### src/rtl/xlat_pkg.sv
package xlat_pkg;

  typedef enum logic {
    ACC_FETCH = 1'b0,
    ACC_OPER  = 1'b1
  } acc_kind_e;

  function automatic logic illegal_load(input logic req, input logic sup);
    return req && !sup;
  endfunction

  function automatic logic legal_load(input logic req, input logic sup);
    return req && sup;
  endfunction

endpackage

### src/rtl/xlat_guard.sv
module xlat_guard (
  input  logic clk,
  input  logic rst_n,
  input  logic wr_en,
  input  logic sup_mode,
  output logic commit_wr,
  output logic illegal_wr,
  output logic fault_q
);
  import xlat_pkg::*;

  assign commit_wr  = legal_load(wr_en, sup_mode);
  assign illegal_wr = illegal_load(wr_en, sup_mode);

  always_ff @(posedge clk or negedge rst_n) begin
    if (!rst_n) fault_q <= 1'b0;
    else        fault_q <= illegal_wr;
  end
endmodule

### src/rtl/xlat_regbank.sv
module xlat_regbank #(
  parameter int ACC_W  = 1,
  parameter int BANK_W = 3,
  localparam int NUM_REGS = 2 ** ACC_W
) (
  input  logic                         clk,
  input  logic                         rst_n,
  input  logic                         commit_wr,
  input  logic [ACC_W-1:0]             wsel,
  input  logic [BANK_W-1:0]            wdata,
  output logic [NUM_REGS*BANK_W-1:0]   regs_flat
);
  for (genvar g = 0; g < NUM_REGS; g++) begin : g_reg
    localparam logic [ACC_W-1:0] MY_IDX = ACC_W'(g);
    logic [BANK_W-1:0] q;
    always_ff @(posedge clk or negedge rst_n) begin
      if (!rst_n)                         q <= '0;
      else if (commit_wr && wsel == MY_IDX) q <= wdata;
    end
    assign regs_flat[g*BANK_W +: BANK_W] = q;
  end
endmodule

### src/rtl/xlat_concat.sv
module xlat_concat #(
  parameter int ACC_W  = 1,
  parameter int BANK_W = 3,
  parameter int LOG_W  = 16,
  localparam int NUM_REGS = 2 ** ACC_W,
  localparam int REAL_W   = LOG_W + BANK_W
) (
  input  logic [NUM_REGS*BANK_W-1:0] regs_flat,
  input  logic [ACC_W-1:0]           acc_kind,
  input  logic [LOG_W-1:0]           log_addr,
  output logic [REAL_W-1:0]          real_addr,
  output logic [BANK_W-1:0]          sel_bank
);
  function automatic logic [REAL_W-1:0] join_addr(input logic [BANK_W-1:0] hi,
                                                  input logic [LOG_W-1:0] lo);
    return {hi, lo};
  endfunction

  assign sel_bank  = regs_flat[acc_kind*BANK_W +: BANK_W];
  assign real_addr = join_addr(sel_bank, log_addr);
endmodule

### src/rtl/addr_xlat.sv
module addr_xlat #(
  parameter int ACC_W  = 1,
  parameter int BANK_W = 3,
  parameter int LOG_W  = 16,
  localparam int NUM_REGS = 2 ** ACC_W,
  localparam int REAL_W   = LOG_W + BANK_W
) (
  input  logic              clk,
  input  logic              rst_n,
  input  logic [LOG_W-1:0]  log_addr,
  input  logic [ACC_W-1:0]  acc_kind,
  input  logic              sup_mode,
  input  logic              wr_en,
  input  logic [ACC_W-1:0]  wr_sel,
  input  logic [BANK_W-1:0] wr_data,
  output logic [REAL_W-1:0] real_addr,
  output logic              priv_fault
);
  logic                       commit_wr;
  logic                       illegal_wr;
  logic [NUM_REGS*BANK_W-1:0] xlat_regs_q;
  logic [BANK_W-1:0]          sel_bank;

  xlat_guard u_guard (
    .clk        (clk),
    .rst_n      (rst_n),
    .wr_en      (wr_en),
    .sup_mode   (sup_mode),
    .commit_wr  (commit_wr),
    .illegal_wr (illegal_wr),
    .fault_q    (priv_fault)
  );

  xlat_regbank #(.ACC_W(ACC_W), .BANK_W(BANK_W)) u_bank (
    .clk       (clk),
    .rst_n     (rst_n),
    .commit_wr (commit_wr),
    .wsel      (wr_sel),
    .wdata     (wr_data),
    .regs_flat (xlat_regs_q)
  );

  xlat_concat #(.ACC_W(ACC_W), .BANK_W(BANK_W), .LOG_W(LOG_W)) u_concat (
    .regs_flat (xlat_regs_q),
    .acc_kind  (acc_kind),
    .log_addr  (log_addr),
    .real_addr (real_addr),
    .sel_bank  (sel_bank)
  );
endmodule

### config.mk
export PLATFORM = sky130hd
export DESIGN_NAME = addr_xlat
export DESIGN_NICKNAME = d
export VERILOG_FILES = /design/src/rtl/xlat_pkg.sv /design/src/rtl/xlat_guard.sv /design/src/rtl/xlat_regbank.sv /design/src/rtl/xlat_concat.sv /design/src/rtl/addr_xlat.sv
export SDC_FILE = /design/constraint.sdc
export NUM_CORES = 1
export LEC_CHECK = 0
export ABC_AREA = 1
export BUFFER_PORTS_ARGS = -buffer_cell sky130_fd_sc_hd__buf_2
export CAP_MARGIN = 10
export CORE_MARGIN = 10
export CORE_UTILIZATION = 25
export DETAILED_ROUTE_END_ITERATION = 7
export HOLD_SLACK_MARGIN = 0.12
export PLACE_DENSITY = 0.7
export SLEW_MARGIN = 5
export SYNTH_ARGS = -nofsm -noshare
export SYNTH_HDL_FRONTEND = slang
export SYNTH_SLANG_ARGS = --single-unit
### constraint.sdc
create_clock -name clk -period 1.4 [get_ports clk]
set_input_delay 0.14 -clock clk [delete_from_list [all_inputs] [get_ports clk]]
set_output_delay 0.14 -clock clk [all_outputs]
set_load 0.02 [all_outputs]
======== Word-level counts from Yosys, hierarchy flattened ========
Cells that the tools add are included.
word-level totals
  flip-flop bits (word level) ............. 7
  input port bits ......................... 25
  output and inout port bits .............. 20
  word-level logic and storage cells ...... 11
cells by class
  $mul .................................... 1
  shifts and indexed selects .............. 1
  bitwise gates (word level) .............. 1
  reduce and logical (&&, ||, !) cells .... 5
operators with widths
  kind                                               number
  indexed part select 6 x 4 -> 3 bit                 1
  logical AND 1 bit                                  4
  multiplier 1 x 2 -> 3 bit (second input constant)  1
  logical NOT 1 bit                                  1
  inverter 1 bit                                     1

======== Depth between registers and ports, before layout ========
Gate-level depths: netlist of run 1.
  depth after elaboration ................. 2
  depth in mapped cells ................... 4
  mapped depth without buffers ............ 4

======== Modules after synthesis ========
From an unflattened synthesis of run 1, not the netlist that was laid out.
second synthesis, totals
  cell total of the unflattened synthesis .. 62
  area, all modules ....................... 478.0 um^2
by module, submodules not included
  module        times used  cells an instance  area an instance (um^2)
  xlat_regbank  1           28                 255.2
  xlat_concat   1           29                 180.2
  xlat_guard    1           5                  42.5

======== Worst setup path after synthesis of run 1 ========
No wires, ideal clock.
  path type ............................... flip-flop to output port
  from .................................... reg u_bank.g_reg[0].q[0]
  to ...................................... out real_addr[16]
  data arrival time ....................... 0.829 ns
  setup slack ............................. 0.431 ns
  cell stages (with the launch flop) ...... 3
  cell sequence ........................... dfrtp_1 inv_1 o21ai_0
on the way
  word-level cells in the longest chain between the ends .. 1
ends and longest elaborated chain
  what                                RTL line            text
  start, declared                     xlat_regbank.sv:15  logic [BANK_W-1:0] q;
  start signal, assigned              xlat_regbank.sv:18  else if (commit_wr && wsel == MY_IDX) q <= wdata;
  indexed part select 6 x 4 -> 3 bit  xlat_concat.sv:19   assign sel_bank = regs_flat[acc_kind*BANK_W +: BANK_W];
  end, declared                       addr_xlat.sv:16     output logic [REAL_W-1:0] real_addr,
Every way passes these cells.

======== Worst setup path in the final report of run 1 ========
  from .................................... reg u_bank.g_reg[0].q[2]
  to ...................................... out real_addr[18]
The elaborated chain is that of the path after synthesis.

==> results of run 1 <==
-- metal layers --
layer	global-route usage (%)	up-vias	part of all wire (%)
li1	-	166	-
met1	4.10	132	39
met2	5.08	21	40
met3	3.05	2	18
met4	6.98	0	3.2
met5	0	-	0
-- path summary, 6_finish.rpt --
check	endpoint	cells after the start	slack (ns)
worst max-delay path	real_addr[18]	3	0.29
worst min-delay path	u_bank.g_reg[1].q[2]$_DFFE_PN0P_	3	0.17
worst max register to register	u_bank.g_reg[1].q[1]$_DFFE_PN0P_	2	0.80
worst min register to register	u_bank.g_reg[0].q[0]$_DFFE_PN0P_	2	0.47
max in group asynchronous	u_bank.g_reg[0].q[1]$_DFFE_PN0P_	2	0.99
min in group asynchronous	u_guard.fault_q$_DFF_PN0_	2	0.26
-- cells by family (layout without fill, tap and decap cells) --
family | count (synthesis) | in the layout
buffers and inverters | 23 | 22
AOI/OAI and AO/OA | 3 | 3
and+or+nand+nor | 24 | 24
DFF | 7 | 7
-- state kept, by name (all words and copies together) (netlist names) --
name / flops
u_bank.g.q: 6
u_guard.fault_q: 1
-- power breakdown --
part	leakage (nW)	internal [mW]	switching [mW]	total (mW)
registers	0.0878	0.232	0.0158	0.248
clock network	0.0150	0.108	0.0642	0.172
logic	0.139	0.0411	0.0680	0.109
-- worst max-delay path, stage by stage, from the launching register on --
cell	delay (ns)
dfrtp_1	0.34
inv_1	0.04
o21ai_0	0.15
buf_2	0.19
-- area by class of cell --
cell class,instances,area [µm²]
sequential,7,175
fill,193,1290
tap,25,31.3
clock buffer,4,26.3
multi-input combinational,27,133
inverter,5,18.8
timing repair buffer,13,70.1
-- what timing repair did --
item,CTS,global route
endpoints found under the hold margin,7,0
hold buffers,1,0
setup endpoints to repair,0,0
-- metrics by stage --
stage | utilization [%] | total power, mW | cells
detailed placement | 23.9 | 0.361 | 76
global placement | 23.9 | 0.358 | 76
floorplan | - | 0.384 | 57
CTS | 26.0 | 0.542 | 81
global route | 26.0 | 0.567 | 81
finish | 26.0 | 0.529 | 81
-- cells in the final DEF, fill, tap and decap left out --
master	netlist	final
nand2_1	15	15
buf_2	0	12
dfrtp_1	7	7
nand4_1	6	6
inv_1	3	3
o21ai_0	3	3
clkbuf_4	0	3
inv_2	2	2
nand3_2	2	2
nor2_1	1	1
clkbuf_1	0	1
dlygate4sd3_1	0	1
==> summary.txt, run 1 <==
STA
  • Least-Margin Pin Slew: 0.171 ns
  • Final Setup Violations: 0
  • Setup WS post-layout: between 0.2 and 0.3 ns
  • Final Max Slew Viols: 0
  • Min Hold Slack: approximately 0.17 ns
  • Max Clk Rate: a little over 900 MHz
  • Slew HR: 88.6%
  • Final Cycle Share: between 70% and 80%
  • Clock skew: 0 ns
  • Setup tns final: 0 ns
  • Min cycle time layout: ~1.1 ns
  • Final Hold Violating Endpoints: 0
  • Unrepaired setup endpoints after global routing: false

Final layout
  • Layout Nets: between 80 and 90
  • Final non-filler cell area: 454 µm²
  • Area growth from synthesis to layout: -1.63%
  • Antenna diodes: 0
  • Share of layout cells above drive strength 1: 33.9%

Synth
  • Syn Inst Count: 57
  • Top-area cell type share of the netlist area: 37.9%
  • Most common cell in the netlist: buf_4
  • Synth Area in XOR/XNOR: 0%
  • Multiplexer share of the synthesized area: 0%
  • Largest area contributor in the netlist: dfrtp_1
  • Dominant cells by area after synthesis: dfrtp_1 (38%), buf_4 (29%), nand2_1 (12%)
  • Mapped Area: roughly 460 µm²
  • Ys async rst share: 100%
  • Top post-synthesis cells by count: buf_4 (18), nand2_1 (15), dfrtp_1 (7), nand4_1 (6)
  • Synth warn: 0
  • Seq/Total Area, Yosys: 37.9%
  • Mean post-synth cell area: just over 8 µm²
  • Simple-gate share of the synthesized area: 25.5%
  • Compound-Gate Fraction of Synth Area: 3.25%
  • Adder-Cell Fraction of Synth Area: 0%
  • Synth Net Count: 82
  • Number of flops mapped to enable cells by yosys: 0
  • Synth Flop Type: dfrtp_1
  • Synth Register Bits: 7
  • Count of different cell masters after synthesis: 9
  • Largest family of logic cells by synthesized area: buffers and inverters

Power
  • Worst IR drop on VDD: between 0.2 and 0.25 mV
  • Leakage Power: ~0.24 nW
  • Power per cell area: around 1200 mW/mm²

Global routing
  • Antenna violations before repair: 0
  • Vias in the first global route: approximately 320
  • Global-route wire length before repair: about 1300 µm
  • Total gr overflow: 0
  • Global-route usage over all layers: 4.43%
  • Largest net degree at the start of global routing: 10

Floorplanning
  • Die ar.: approximately 0.004 mm²
  • Initial Utilization: between 20% and 30%
  • Die Y: 63.0 µm
  • I/O pin count: 45
  • Width of the die: between 60 and 70 µm
  • Core box area: around 0.0017 mm²
  • # rows: 15

Setup path
  • Worst setup EP type: output port
  • Critical path data arrival time: around 0.97 ns
  • CP max FO: 2
  • Startpoint types: flip-flop
  • Crit. Startpoint: u_bank.g_reg[0].q[2]$_DFFE_PN0P_
  • Critical R2R Launch: u_bank.g_reg[1].q[1]$_DFFE_PN0P_
  • Critical path data required time: 1.26 ns
  • Kind of critical path: reg2out

Routing
  • Vias: 321
  • Routed WL per cell: ~10 µm
  • DRT Wirelength: between 800 and 900 µm
  • Initial DRC Count: 3
  • Post-route ant nets: 0
  • Vias per cell: about 4
  • Pre-antenna DRT Iters: 4
  • Residual DRC: 0

CTS
  • H-tree depth: 1
  • CTS tree: built
  • Post CTS Setup Buffer Count: 0
  • Clock network latency to the later pin of the worst-skew pair: 0.24 ns
  • CTS max path bufs: 2
  • CTS sink count: 7
  • Clock root cell: clkbuf_4
  • CTS Buf Count: 3
  • Clock transition at path regs: ~0.050 ns
  • Cts repair resizes: 0

Place
  • Placement Cell Area: approximately 420 µm²
  • Post-place setup slack: roughly 0.54 ns
  • Count of input and output buffers: 12
  • Routability cong.: roughly 0.72
  • Dpl hpwl: 713 µm

Outcome
  • Outcome: completed

Hold path
  • Hold WC Path Type: in2reg
  • Origin of the worst min-delay path: wr_data[2]

Flow run
  • Max-cap violation count: 0
Power figures use the tool's default switching activity.
==> run 2, diff against run 1 <==
--- a/config.mk
+++ b/config.mk
@@ -5,14 +5,14 @@
 export SDC_FILE = /design/constraint.sdc
 export NUM_CORES = 1
 export LEC_CHECK = 0
-export ABC_AREA = 1
+export ABC_AREA = 0
 export BUFFER_PORTS_ARGS = -buffer_cell sky130_fd_sc_hd__buf_2
 export CAP_MARGIN = 10
 export CORE_MARGIN = 10
 export CORE_UTILIZATION = 25
 export DETAILED_ROUTE_END_ITERATION = 7
 export HOLD_SLACK_MARGIN = 0.12
-export PLACE_DENSITY = 0.7
+export PLACE_DENSITY = 0.72
 export SLEW_MARGIN = 5
 export SYNTH_ARGS = -nofsm -noshare
 export SYNTH_HDL_FRONTEND = slang
==> constraint.sdc (replaced) <==
create_clock -name clk -period 1.1 [get_ports clk]
set_input_delay 0.11 -clock clk [delete_from_list [all_inputs] [get_ports clk]]
set_output_delay 0.11 -clock clk [all_outputs]
set_load 0.02 [all_outputs]
==> summary.txt, run 2 <==
Synth
  • Synth warn: 0 (unchanged)
  • Dominant cells by area after synthesis: dfrtp_1 (42%), buf_4 (29%), mux2_2 (24%) (was dfrtp_1 (38%), buf_4 (29%), nand2_1 (12%))
  • Count of different cell masters after synthesis: 6 (was 9)
  • Seq/Total Area, Yosys: 42.2% (was 37.9%)
  • Simple-gate share of the synthesized area: 4.52% (was 25.5%)
  • Most common cell in the netlist: buf_4 (unchanged)
  • Number of flops mapped to enable cells by yosys: 0 (unchanged)
  • Ys async rst share: 100% (unchanged)
  • Compound-Gate Fraction of Synth Area: 0% (was 3.25%)
  • Synth Register Bits: 7 (unchanged)
  • Top-area cell type share of the netlist area: 42.2% (was 37.9%)
  • Synth Area in XOR/XNOR: 0% (unchanged)
  • Largest family of logic cells by synthesized area: buffers and inverters (unchanged)
  • Mean post-synth cell area: 11.9 µm² (was 8.10 µm²)
  • Syn Inst Count: 35 (was 57)
  • Adder-Cell Fraction of Synth Area: 0% (unchanged)
  • Largest area contributor in the netlist: dfrtp_1 (unchanged)
  • Synth Net Count: 60 (was 82)
  • Multiplexer share of the synthesized area: 24.4% (was 0%)
  • Top post-synthesis cells by count: buf_4 (16), mux2_2 (9), dfrtp_1 (7) (was buf_4 (18), nand2_1 (15), dfrtp_1 (7), nand4_1 (6))
  • Mapped Area: 415 µm² (was 462 µm²)
  • Synth Flop Type: dfrtp_1 (unchanged)

Final layout
  • Most common cell after layout, fill and taps aside: buf_2 (was nand2_1)
  • Final non-filler cell total: 58 (was 81)
  • Max FFs per register: 6 (unchanged)
  • Largest Register: u_bank.g.q (unchanged)
  • Filler instances: 164 (was 193)
  • Layout Nets: 68 (was 82)
  • Area growth from synthesis to layout: 19.3% (was -1.63%)
  • Post-layout util: 32.1% (was 26.0%)
  • Most frequent cells in the layout: buf_2 (9), mux2_2 (7), dfrtp_1 (7), dlygate4sd3_1 (6) (was nand2_1 (15), buf_2 (12), dfrtp_1 (7), nand4_1 (6))
  • Antenna diodes: 0 (unchanged)
  • Largest regs: u_bank.g.q x6, u_guard.fault_q x1 (unchanged)
  • Share of layout cells above drive strength 1: 59.5% (was 33.9%)

CTS
  • CTS Buf Count: 3 (unchanged)
  • H-tree depth: 1 (unchanged)
  • CTS tree: built (unchanged)
  • Clock transition at path regs: 0.05 ns (about the same)
  • CTS sink count: 7 (unchanged)
  • Clock network latency to the later pin of the worst-skew pair: 0.24 ns (about the same)
  • Clock root cell: clkbuf_4 (unchanged)
  • CTS max path bufs: 2 (unchanged)

Global routing
  • Antenna violations before repair: 0 (unchanged)
  • Vias in the first global route: 263 (was 324)
  • Global-route wire length before repair: 1210 µm (was 1320 µm)
  • Largest net degree at the start of global routing: 8 (was 10)
  • Total gr overflow: 0 (unchanged)
  • Global-route usage over all layers: 4.61% (was 4.43%)

Outcome
  • Outcome: finished, violations left (was completed)
  • Violated checks: setup timing

Setup path
  • Critical path data arrival time: 1.02 ns (was 0.97 ns)
  • Worst setup EP type: output port (unchanged)
  • Startpoint types: flip-flop (unchanged)
  • Critical path data required time: 0.99 ns (was 1.26 ns)
  • Critical-path cell list: mux2_2 > buf_6 (was inv_1 > o21ai_0 > buf_2)
  • Kind of critical path: reg2out (unchanged)
  • CP max FO: 2 (unchanged)
  • CP Buf/Inv Count: 1 (was 2)
  • Max incr delay on CP: 0.37 ns (was 0.34 ns)
  • Top Family by Delay on Critical Path: flip-flops (unchanged)
  • CP max stage cell: dfrtp_1 (unchanged)

Routing
  • Residual DRC: 0 (unchanged)
  • Routed WL per cell: 14.2 µm (was 10.4 µm)
  • Pre-antenna DRT Iters: 2 (was 4)
  • Post-route ant nets: 0 (unchanged)
  • Initial DRC Count: 1 (was 3)
  • Vias per cell: 4.28 (was 3.96)
  • Vias: 248 (was 321)
  • DRT Wirelength: 821 µm (was 843 µm)

Floorplanning
  • # rows: 14 (was 15)
  • Die ar.: 0.00369 mm² (was 0.00397 mm²)
  • Initial Utilization: 26.9% (was 26.5%)
  • Die Y: 60.8 µm (was 63.0 µm)
  • I/O pin count: 45 (unchanged)
  • Core box area: 0.00154 mm² (was 0.00175 mm²)
  • Width of the die: 60.8 µm (was 63.0 µm)

STA
  • Least-Margin Pin Slew: 0.192 ns (was 0.171 ns)
  • Slew HR: 87.2% (was 88.6%)
  • Min cycle time layout: approximately 1.1 ns
  • Final Hold Violating Endpoints: 0 (unchanged)
  • Max Clk Rate: between 800 and 900 MHz
  • Setup tns final: -0.0681 ns (was 0 ns)
  • Setup WS post-layout: -0.0263 ns (was 0.295 ns)
  • Final Setup Violations: 3 (was 0)
  • Min Hold Slack: 0.220 ns (was 0.166 ns)
  • Final Max Slew Viols: 0 (unchanged)
  • Clock skew: 0 ns (unchanged)
  • Unrepaired setup endpoints after global routing: true (was false)
  • Final Cycle Share: 102%

Place
  • Dpl cells: 47 (was 76)
  • Count of input and output buffers: 12 (unchanged)
  • Routability cong.: 0.610 (was 0.723)

Hold path
  • Hold WC Path Type: in2async (was in2reg)

Power
  • Leakage Power: 0.234 nW (was 0.242 nW)
  • Total power: 0.770 mW (was 0.529 mW)
  • Worst IR drop on VDD: 0.958 mV (was 0.227 mV)
  • Power per cell area: 1550 mW/mm² (was 1170 mW/mm²)

Flow run
  • Max-cap violation count: 0 (unchanged)
run 2: cell count changes after synthesis, sizes merged:
cell    before  now
mux2         0    9
o21ai        3    0
inv          5    0
nand2       15    0
buf         18   16
nor2         1    0
nand3        2    1
nor2b        0    1
nand4        6    0
nand3b       0    1
run 2: final cells by class:
type | count | area [µm²] | area share (%)
Tap cell | 16 | 20.0 | 4.04
Timing Repair Buffer | 19 | 146 | 29.5
Multi-Input combinational cell | 12 | 128 | 25.8
Clock buffer | 4 | 26.3 | 5.30
Sequential cell | 7 | 175 | 35.4
run 2: per-layer routing:
metal / GRT usage, % / vias to the layer above / wire length [µm]
met5: 0 / - / 0
met4: 1.25 / 0 / 4
met3: 5.64 / 2 / 183
met2: 6.55 / 19 / 344
met1: 4.11 / 111 / 289
li1: - / 116 / -
run 2: per-stage QoR:
step	area [µm²]	worst slack (ns)
finish	495	-0.0263
global route	495	-0.0637
CTS	495	-0.0402
detailed placement	375	0.214
global placement	375	0.228
floorplan	415	0.332
run 2: power by group:
part	switching (mW)	internal, mW	leakage, nW
clock	0.0879	0.138	0.0150
combinational	0.0842	0.140	0.135
sequential	0.0185	0.302	0.0839
total	0.191	0.579	0.234
run 2: repair_timing:
item / CTS / global route
gates resized for setup: 8 / 0
endpoints found under the hold margin: 14 / 0
hold buffers: 6 / 0
setup buffers: 1 / 0
endpoints found under the setup margin: 3 / 3
run 2: path summary, 6_finish.rpt:
path	start	endpoint	slack, ns	cells past startpoint
worst max-delay path	u_bank.g_reg[0].q[1]$_DFFE_PN0P_	real_addr[17]	-0.03	2
worst min-delay path	rst_n	u_guard.fault_q$_DFF_PN0_	0.22	2
worst max register to register	u_bank.g_reg[0].q[2]$_DFFE_PN0P_	u_bank.g_reg[0].q[2]$_DFFE_PN0P_	0.24	2
worst min register to register	u_bank.g_reg[1].q[1]$_DFFE_PN0P_	u_bank.g_reg[1].q[1]$_DFFE_PN0P_	0.50	1
max in group asynchronous	rst_n	u_bank.g_reg[1].q[0]$_DFFE_PN0P_	0.73	2
min in group clk	log_addr[14]	real_addr[14]	0.22	0
run 2: kinds of logic (layout without fill, tap and decap cells):
| kind of cell | after synthesis | after routing |
|---|---|---|
| mux | 9 | 9 |
| simple gates | 3 | 3 |
| flops | 7 | 7 |
| buf+inv | 16 | 23 |
==> run 3, diff against run 2 <==
--- a/config.mk
+++ b/config.mk
@@ -9,10 +9,11 @@
 export BUFFER_PORTS_ARGS = -buffer_cell sky130_fd_sc_hd__buf_2
 export CAP_MARGIN = 10
 export CORE_MARGIN = 10
-export CORE_UTILIZATION = 25
+export CORE_UTILIZATION = 32
 export DETAILED_ROUTE_END_ITERATION = 7
 export HOLD_SLACK_MARGIN = 0.12
-export PLACE_DENSITY = 0.72
+export PLACE_DENSITY = 0.86
+export SKIP_CTS_REPAIR_TIMING = 1
 export SLEW_MARGIN = 5
 export SYNTH_ARGS = -nofsm -noshare
 export SYNTH_HDL_FRONTEND = slang
==> summary.txt, run 3 (synthesis results as in run 2) <==
Power
  • Leakage Power: 0.234 nW (about the same)
  • Power per cell area: 1600 mW/mm² (was 1550 mW/mm²)
  • Worst IR drop on VDD: 0.650 mV (was 0.958 mV)

Global routing
  • Antenna violations before repair: 0 (unchanged)
  • Global-route wire length before repair: 1080 µm (was 1210 µm)
  • Vias in the first global route: 257 (was 263)
  • Total gr overflow: 0 (unchanged)
  • Largest net degree at the start of global routing: 8 (unchanged)
  • Global-route usage over all layers: 4.41% (was 4.61%)

Routing
  • Initial DRC Count: 1 (unchanged)
  • Pre-antenna DRT Iters: 2 (unchanged)
  • Residual DRC: 0 (unchanged)
  • Vias per cell: 4.49 (was 4.28)
  • Routed WL per cell: 14.0 µm (was 14.2 µm)
  • Post-route ant nets: 0 (unchanged)
  • Vias: 247 (was 248)
  • DRT Wirelength: 770 µm (was 821 µm)

Outcome
  • Outcome: finished, violations left (unchanged)
  • Violated checks: setup timing (unchanged)

STA
  • Final Setup Violations: 3 (unchanged)
  • Final Max Slew Viols: 0 (unchanged)
  • Max Clk Rate: 882 MHz (was 888 MHz)
  • Min cycle time layout: 1.13 ns (about the same)
  • Min Hold Slack: 0.118 ns (was 0.220 ns)
  • Final Cycle Share: 103% (was 102%)
  • Final Hold Violating Endpoints: 0 (unchanged)
  • Clock skew: 0 ns (unchanged)
  • Setup WS post-layout: -0.0341 ns (was -0.0263 ns)
  • Least-Margin Pin Slew: 0.183 ns (was 0.192 ns)
  • Unrepaired setup endpoints after global routing: true (unchanged)
  • Slew HR: 87.7% (was 87.2%)

Floorplanning
  • Initial Utilization: 35.5% (was 26.9%)
  • Die Y: 56.0 µm (was 60.8 µm)
  • I/O pin count: 45 (unchanged)
  • Die ar.: 0.00314 mm² (was 0.00369 mm²)
  • Width of the die: 56.0 µm (was 60.8 µm)
  • # rows: 12 (was 14)
  • Core box area: 0.00117 mm² (was 0.00154 mm²)

Flow run
  • Max-cap violation count: 0 (unchanged)

Setup path
  • Critical path data required time: 0.99 ns (about the same)
  • Kind of critical path: reg2out (unchanged)
  • Worst setup EP type: output port (unchanged)
  • Startpoint types: flip-flop (unchanged)
  • Critical path data arrival time: 1.02 ns (about the same)
  • CP max FO: 2 (unchanged)

Final layout
  • Largest regs: u_bank.g.q x6, u_guard.fault_q x1 (unchanged)
  • Share of layout cells above drive strength 1: 61.0% (was 59.5%)
  • Most common cell after layout, fill and taps aside: buf_2 (unchanged)
  • Antenna diodes: 0 (unchanged)
  • Filler instances: 114 (was 164)
  • Layout Nets: 67 (was 68)
  • Max FFs per register: 6 (unchanged)
  • Final non-filler cell area: 487 µm² (was 495 µm²)
  • Area growth from synthesis to layout: 17.2% (was 19.3%)
  • Largest Register: u_bank.g.q (unchanged)
  • Most frequent cells in the layout: buf_2 (9), dfrtp_1 (7), mux2_2 (6), dlygate4sd3_1 (5) (was buf_2 (9), mux2_2 (7), dfrtp_1 (7), dlygate4sd3_1 (6))
  • Post-layout util: 41.6% (was 32.1%)

Place
  • Placement Cell Area: 373 µm² (was 375 µm²)
  • Routability cong.: 0.643 (was 0.610)
  • Count of input and output buffers: 12 (unchanged)
  • Post-place setup slack: 0.202 ns (was 0.214 ns)

CTS
  • CTS tree: built (unchanged)
  • Clock root cell: clkbuf_4 (unchanged)
  • CTS sink count: 7 (unchanged)
  • CTS max path bufs: 2 (unchanged)
  • H-tree depth: 1 (unchanged)
  • CTS Buf Count: 3 (unchanged)
  • Clock transition at path regs: 0.05 ns (about the same)
  • Clock network latency to the later pin of the worst-skew pair: 0.25 ns (was 0.24 ns)

Hold path
  • Hold WC Path Type: in2reg (was in2async)
-- run 3: cell types whose count changed in the layout (fill, tap and decap cells not counted) --
cell / previous run / this run
mux2_2: 7 / 6
mux2_4: 2 / 3
dlygate4sd3_1: 6 / 5
-- run 3: per-stage QoR --
stage / total power [mW] / setup TNS [ns] / instances
floorplan: 0.507 / 0 / 35
global placement: 0.477 / 0 / 45
detailed placement: 0.484 / 0 / 45
CTS: 0.722 / -0.179 / 49
global route: 0.829 / -0.204 / 55
finish: 0.778 / -0.0860 / 55
-- run 3: path summary, 6_finish.rpt --
check | cells past startpoint | to | from | slack (ns)
max | 2 | real_addr[18] | u_bank.g_reg[0].q[2]$_DFFE_PN0P_ | -0.03
min | 2 | u_guard.fault_q$_DFF_PN0_ | wr_en | 0.12
max reg2reg | 2 | u_bank.g_reg[0].q[1]$_DFFE_PN0P_ | u_bank.g_reg[0].q[1]$_DFFE_PN0P_ | 0.24
min reg2reg | 1 | u_bank.g_reg[1].q[2]$_DFFE_PN0P_ | u_bank.g_reg[1].q[2]$_DFFE_PN0P_ | 0.51
max in group asynchronous | 2 | u_bank.g_reg[0].q[0]$_DFFE_PN0P_ | rst_n | 0.73
min in group asynchronous | 2 | u_bank.g_reg[1].q[2]$_DFFE_PN0P_ | rst_n | 0.22
-- run 3: layout make-up --
class,instances,area (µm²),share of cell area [%]
clock buffer,4,26.3,5.40
timing repair buffer,18,136,28.0
sequential,7,175,36.0
tap,14,17.5,3.60
multi-input combinational,12,131,27.0
-- run 3: where the power goes --
group | leakage [nW] | internal (mW) | switching (mW) | total, mW
Clock | 0.0150 | 0.138 | 0.0909 | 0.229
Sequential | 0.0839 | 0.302 | 0.0199 | 0.322
Combinational | 0.135 | 0.142 | 0.0854 | 0.227
-- run 3: per-layer routing --
layer | track usage (%) | up-vias | routed length [µm]
met5 | 0 | - | 0
met4 | 1.37 | 0 | 5
met3 | 4.56 | 2 | 114
met2 | 6.14 | 16 | 338
met1 | 4.39 | 116 | 312
li1 | - | 113 | -
-- run 3: critical path: stages (launching register included) --
cell and delay [ns]:
dfrtp_1 0.37, mux2_4 0.27, buf_6 0.13
